===== src/rtl/tsadc_pkg.sv =====
package tsadc_pkg;
    typedef enum logic [2:0] {
        IDLE,
        COARSE1,
        COARSE2,
        FINE_PCH,
        FINE_PUMP,
        DONE
    } tsadc_state_t;

    localparam int REF_W = 2;
    localparam logic [REF_W-1:0] REF_QTR  = 2'd0;
    localparam logic [REF_W-1:0] REF_HALF = 2'd1;
    localparam logic [REF_W-1:0] REF_3QTR = 2'd2;

    localparam int CLS_W = 2;
    localparam logic [CLS_W-1:0] CLS_LOW   = 2'd0;
    localparam logic [CLS_W-1:0] CLS_MIDLO = 2'd1;
    localparam logic [CLS_W-1:0] CLS_MIDHI = 2'd2;
    localparam logic [CLS_W-1:0] CLS_HIGH  = 2'd3;
endpackage


===== src/rtl/tsadc_coarse_decide.sv =====
module tsadc_coarse_decide
    import tsadc_pkg::*;
(
    input  logic             second_look,
    input  logic             comp_n,
    input  logic             comp_p,
    output logic             need_more,
    output logic [CLS_W-1:0] cls
);
    always_comb begin
        need_more = 1'b0;
        cls       = CLS_LOW;
        if (!second_look) begin
            if (!comp_n && !comp_p)     cls = CLS_LOW;
            else if (comp_n && comp_p)  cls = CLS_HIGH;
            else                        need_more = 1'b1;
        end else begin
            cls = (comp_n && comp_p) ? CLS_MIDHI : CLS_MIDLO;
        end
    end
endmodule


===== src/rtl/tsadc_fine_count.sv =====
module tsadc_fine_count #(
    parameter int CNT_W = 3
) (
    input  logic             clk,
    input  logic             rst_n,
    input  logic             clr,
    input  logic             inc,
    output logic [CNT_W-1:0] cnt,
    output logic             at_max
);
    localparam logic [CNT_W-1:0] CNT_MAX = {CNT_W{1'b1}};

    assign at_max = (cnt == CNT_MAX);

    always_ff @(posedge clk) begin
        if (!rst_n || clr)        cnt <= '0;
        else if (inc && !at_max)  cnt <= cnt + 1'b1;
    end
endmodule


===== src/rtl/twostage_adc_seq.sv =====
module twostage_adc_seq
    import tsadc_pkg::*;
#(
    parameter int CNT_W  = 3,
    parameter int CODE_W = CLS_W + CNT_W
) (
    input  logic              clk,
    input  logic              rst_n,
    input  logic              start,
    input  logic              comp_n,
    input  logic              comp_p,
    output logic [REF_W-1:0]  ref_sel_n,
    output logic [REF_W-1:0]  ref_sel_p,
    output logic              cmp_en_n,
    output logic              cmp_en_p,
    output logic              pch_in,
    output logic              pch_out,
    output logic              pump_wl,
    output logic              done,
    output logic [CODE_W-1:0] code
);
    tsadc_state_t     state, nxt;
    logic             settled;
    logic [CLS_W-1:0] cls_q;
    logic [CODE_W-1:0] code_q;

    logic             need_more;
    logic [CLS_W-1:0] cls_dec;
    logic [CNT_W-1:0] cnt;
    logic             at_max;
    logic             pump_up;
    logic             flipped;

    tsadc_coarse_decide u_decide (
        .second_look (state == COARSE2),
        .comp_n      (comp_n),
        .comp_p      (comp_p),
        .need_more   (need_more),
        .cls         (cls_dec)
    );

    tsadc_fine_count #(.CNT_W(CNT_W)) u_count (
        .clk    (clk),
        .rst_n  (rst_n),
        .clr    (state == IDLE),
        .inc    (state == FINE_PUMP),
        .cnt    (cnt),
        .at_max (at_max)
    );

    assign pump_up = (cls_q == CLS_LOW) || (cls_q == CLS_MIDLO);
    assign flipped = pump_up ? comp_p : !comp_n;

    // next-state logic
    always_comb begin
        nxt = state;
        unique case (state)
            IDLE:      if (start) nxt = COARSE1;
            COARSE1:   if (settled) nxt = need_more ? COARSE2 : FINE_PCH;
            COARSE2:   if (settled) nxt = FINE_PCH;
            FINE_PCH:  nxt = (flipped || at_max) ? DONE : FINE_PUMP;
            FINE_PUMP: nxt = FINE_PCH;
            DONE:      nxt = IDLE;
            default:   nxt = IDLE;
        endcase
    end

    // state register and held results
    always_ff @(posedge clk) begin
        if (!rst_n) begin
            state   <= IDLE;
            settled <= 1'b0;
            cls_q   <= CLS_LOW;
            code_q  <= '0;
        end else begin
            state <= nxt;
            if ((state == COARSE1) || (state == COARSE2)) begin
                settled <= !settled;
                if (settled && !need_more) cls_q <= cls_dec;
            end else begin
                settled <= 1'b0;
            end
            if ((state == FINE_PCH) && (nxt == DONE)) code_q <= {cls_q, cnt};
        end
    end

    // output decode
    always_comb begin
        ref_sel_n = REF_3QTR;
        ref_sel_p = REF_QTR;
        cmp_en_n  = 1'b0;
        cmp_en_p  = 1'b0;
        pch_in    = 1'b0;
        pch_out   = 1'b0;
        pump_wl   = 1'b0;
        done      = 1'b0;
        unique case (state)
            IDLE: ;
            COARSE1: begin
                cmp_en_n = 1'b1;
                cmp_en_p = 1'b1;
            end
            COARSE2: begin
                ref_sel_n = REF_HALF;
                ref_sel_p = REF_HALF;
                cmp_en_n  = 1'b1;
                cmp_en_p  = 1'b1;
            end
            FINE_PCH, FINE_PUMP: begin
                ref_sel_p = (cls_q == CLS_LOW)   ? REF_QTR  : REF_HALF;
                ref_sel_n = (cls_q == CLS_MIDHI) ? REF_HALF : REF_3QTR;
                cmp_en_p  = pump_up;
                cmp_en_n  = !pump_up;
                pch_in    = (state == FINE_PCH) && pump_up;
                pch_out   = (state == FINE_PCH) && !pump_up;
                pump_wl   = (state == FINE_PUMP);
            end
            DONE: done = 1'b1;
            default: ;
        endcase
    end

    assign code = code_q;
endmodule


===== config.mk =====
export PLATFORM = sky130hd
export DESIGN_NAME = twostage_adc_seq
export DESIGN_NICKNAME = d
export VERILOG_FILES = /design/src/rtl/tsadc_pkg.sv /design/src/rtl/tsadc_coarse_decide.sv /design/src/rtl/tsadc_fine_count.sv /design/src/rtl/twostage_adc_seq.sv
export SDC_FILE = /design/constraint.sdc
export NUM_CORES = 1
export LEC_CHECK = 0
export BUFFER_PORTS_ARGS = -buffer_cell sky130_fd_sc_hd__clkbuf_2
export CORE_MARGIN = 2
export CORE_UTILIZATION = 45
export DETAILED_ROUTE_END_ITERATION = 10
export GPL_TIMING_DRIVEN = 0
export HOLD_SLACK_MARGIN = 0.1
export PLACE_DENSITY_LB_ADDON = 0.12
export SYNTH_ARGS = -nofsm -noshare
export SYNTH_HDL_FRONTEND = slang
export SYNTH_HIERARCHICAL = 1
export SYNTH_SLANG_ARGS = --single-unit

===== constraint.sdc =====
create_clock -name clk -period 1.82 [get_ports clk]
set_clock_uncertainty 0.05 [all_clocks]
set_input_delay 0.364 -clock clk [delete_from_list [all_inputs] [get_ports clk]]
set_output_delay 0.364 -clock clk [all_outputs]
set_load 0.005 [all_outputs]

==> impl_summary.md <==
Power
The analysis attributes to net switching a power of 154 uW. Combinational logic burns 14.5% of the power. In this run the static leakage power is 0.451 nW. Internal power comes to 477 uW. In this run switching power makes up 24.4% of total power. The share of power burned in the clock network is 34.6%. The overall power is 632 uW. IR analysis of the VDD net gives a maximum drop of 0.430 mV. Sequential cells account for 50.9% of the total power.

Dividing total power by cell area gives a power density of 602 nW/um^2.

Final layout
The final layout net count is 129. The top cell types in the final layout, fill and taps aside, are clkbuf_2, dfxtp_1, nand2_1, o21ai_1. The register cell area after layout is 282 um^2.

The count of inserted antenna diode cells is 0. The multi-input gate area in the final layout is 514 um^2. Leaving out fill and tap cells, the most frequent cell in the layout is clkbuf_2. The layout overhead on the synthesized area is 30.1%. After filler insertion, the fill cell instance count of the layout stands at 170. Of the cells placed in the final design, the portion with a size suffix greater than 1 is 35.3%.

Timing
Setup violations remaining at the end of the flow were counted as 0. Setup repair after global routing could not meet its margin everywhere. After layout, the minimum clock period comes to 1.78 ns.

For this run, the top clock speed supported by timing is 0.561 GHz. The max-slew violation count is 0. The worst hold slack is 0.374 ns. The share of the clock period used by the worst path is 98.0%.

The number of hold violations in the final report was 0.

Synth
Of the total synthesized cell area, the portion taken by AND, OR, NAND and NOR gates is 31.0%. The sequential fraction of the synthesis area is 34.7%. After Yosys synthesis, full adders, half adders and majority gates account for 6.20% of the synthesized area. Measured against the total synthesized area, the mux share comes to 6.20%. dfxtp_1 takes more of the synthesized area than any other cell. The fraction of synthesized cell area taken by the top area cell type is 34.7%.

The number of different library cells in the post-synthesis netlist is 32. The xor-xnor portion of the synthesized cell area is 1.09%. When the netlist entered floorplanning its net count stood at 101. Synthesis handed over a netlist of 92 instances. The average cell area after synthesis is 8.77 um^2.

Ranked by total cell area, the synthesized netlist is headed by dfxtp_1, ha_1, mux2i_1. Yosys printed 6 warnings. The post-synthesis cell area is 807 um^2.

The post-synthesis sequential element count is 14. The main combinational cell family by area after synthesis is simple AND/OR/NAND/NOR gates. Summing the areas of all compound-gate instances in the mapped netlist gives 15.3% of the synthesized area.

GRT
Global routing used 16.8% of the available tracks across all layers. The number of global-route vias before repair is 605. Global routing used 22.3% of the available met1 tracks.

For this run, global-route usage on met2 was measured as 27.2%. The global routing stage identified its most utilized layer as met2. The initial antenna violation count is 0. Summed over all layers, the global routing overflow is 0. Entering global routing, the biggest net connects 11 pins. The met3 track demand over resource is 2.35%. The first-pass GRT wire length is 2570 um.

CTS
The number of clock sinks is 14. The TritonCTS buffer count is 3. The clock latency of the later-clocked register in the worst-skew pair is 0.27 ns. Clock-pin slew was measured on the worst setup and hold paths at 0.08 ns. TritonCTS built the clock tree. The hold-fix buffer count after cts is 0. In this run the number of H-tree levels came out at 1. Clock tree synthesis selected as its root buffer the cell clkbuf_4. In this run the deepest clock path goes through 2 buffers.

Placed design
The HPWL reported at the end of detailed placement is 1140 um. The final weighted congestion in routability-driven placement is 0.773. The quantity of I/O buffers inserted on ports is 18.

Detailed routing
Dividing the detail-routed via count by the number of cells gives 4.79. After detailed routing, the total wire length is 1590 um. The iteration-0 DRC count of the detailed router is 11. The number of remaining DRC errors is 0. The remaining antenna violation count after routing is 0. Dividing the detail-routed wire length by the instance count gives 11.0 um.

The overall via count from detail_route is 690. The number of optimization iterations in the first detailed-route pass is 4.

Critical path
The delay of the slowest cell on the worst path is 0.31 ns. The sort of element at the end of the critical path is an output port. The worst setup path is launched from a flop. The critical-path cell with the highest stage delay is dfxtp_1. The signal on the critical path passes through buf_6, and2b_4, nor2_4, o21ai_2, inv_1, clkbuf_2. In this run the worst path has a maximum fanout of 9. For the worst setup path, the data required time is 1.41 ns. The data arrival time of the worst path is 1.37 ns. The worst setup path is of the reg -> out kind.

Flow run
The max capacitance violation total is 0.

Die
The floorplan row count is 15. The area of the core is 1710 um^2. 20 I/O pins were placed. The die area is 2150 um^2. The starting density of the core is 47.3%.

The die is 46.4 um tall. Measured along the x axis, the die boundary spans 46.4 um.

Min path
The class of the tightest hold or removal check is in -> reg.

Outcome
The run finished with clean final reports.
[worst max-delay path, delay by kind of cell (launching register included)]
family	cells	cell delay, ns
AO/OA/AOI/OAI	1	0.14
flip-flops	1	0.31
AND/OR/NAND/NOR	2	0.37
buffers and inverters	3	0.28
[layout make-up]
| cell class | instances | area share, % |
|---|---|---|
| inverter | 5 | 1.79 |
| sequential | 14 | 26.8 |
| tap | 25 | 2.98 |
| buffer | 4 | 2.62 |
| multi-input combinational | 69 | 49.0 |
| clock buffer | 4 | 3.46 |
| timing repair buffer | 23 | 13.3 |
[worst paths after layout]
path         cells past startpoint  slack (ns)                 start                   end
min                              3        0.37                 rst_n  code[0]$_SDFFE_PN0P_
max reg2reg                      9        0.19   state[2]$_SDFF_PN0_   state[0]$_SDFF_PN0_
max                              6        0.04   state[2]$_SDFF_PN0_          ref_sel_n[1]
min reg2reg                      2        0.41  code[4]$_SDFFE_PN0P_  code[4]$_SDFFE_PN0P_
[per-layer routing]
| metal | up-vias | wire [um] |
|---|---|---|
| met5 | - | 0 |
| met4 | 0 | 4 |
| met3 | 2 | 50 |
| met2 | 12 | 812 |
| met1 | 311 | 724 |
| li1 | 365 | - |
[repair_timing]
item | 4_1_cts | 5_1_grt
setup buffers | 2 | 3
gates resized for setup | 3 | 8
endpoints found under the setup margin | 4 | 7
pin swaps | 1 | 2
[cell families after synthesis]
logic type                 count (synthesis)
AOI/OAI and AO/OA                         18
muxes                                      5
buffers and inverters                      9
and+or+nand+nor                           40
DFF                                       14
other                                      1
xor gates and xnor gates                   1
adders and majority gates                  4
[power by group through the flow]
stage	clock network [mW]	registers, mW	logic [mW]
after floorplan	0	0.325	0.0583
after global placement	0	0.326	0.0831
after detailed placement	0	0.327	0.0839
after CTS	0.225	0.320	0.0860
after global routing	0.233	0.323	0.102
final	0.218	0.322	0.0917
[through the flow]
stage | TNS [ns] | util (%) | setup WS (ns) | std cells | area [um^2]
detailed placement | 0 | 54.4 | 0.0365 | 135 | 928
global placement | 0 | 54.4 | 0.0472 | 135 | 928
global route | -0.0757 | 61.5 | -0.0526 | 144 | 1050
finish | 0 | 61.5 | 0.0359 | 144 | 1050
floorplan | 0 | - | 0.194 | 92 | 807
CTS | 0 | 57.9 | 0.00215 | 141 | 990
[synth_stat cells]
master and n:
dfxtp_1 14, nand2_1 11, o21ai_1 9, mux2i_1 5, nor2_1 5, ha_1 4
inv_1 4, nand2b_1 4, nand3_1 4, a21oi_1 3, and3_1 3, buf_2 2
nor2b_1 2, nor2b_4 2, nor3b_1 2, o21a_1 2, a21boi_1 1, a21o_1 1
and2b_4 1, and3b_1 1, buf_4 1, clkbuf_1 1, clkinv_1 1, conb_1 1
nand2b_2 1, nand3b_1 1, nor3_1 1, nor3b_2 1, nor3b_4 1, o21bai_1 1
o311ai_4 1, xnor2_1 1
[sequential cells by signal, indices dropped and copies added (netlist names)]
name,flops
state,3
cls_q,2
code,5
settled,1
u_count/cnt,3
Note: power is estimated with default switching activity, not from simulation.
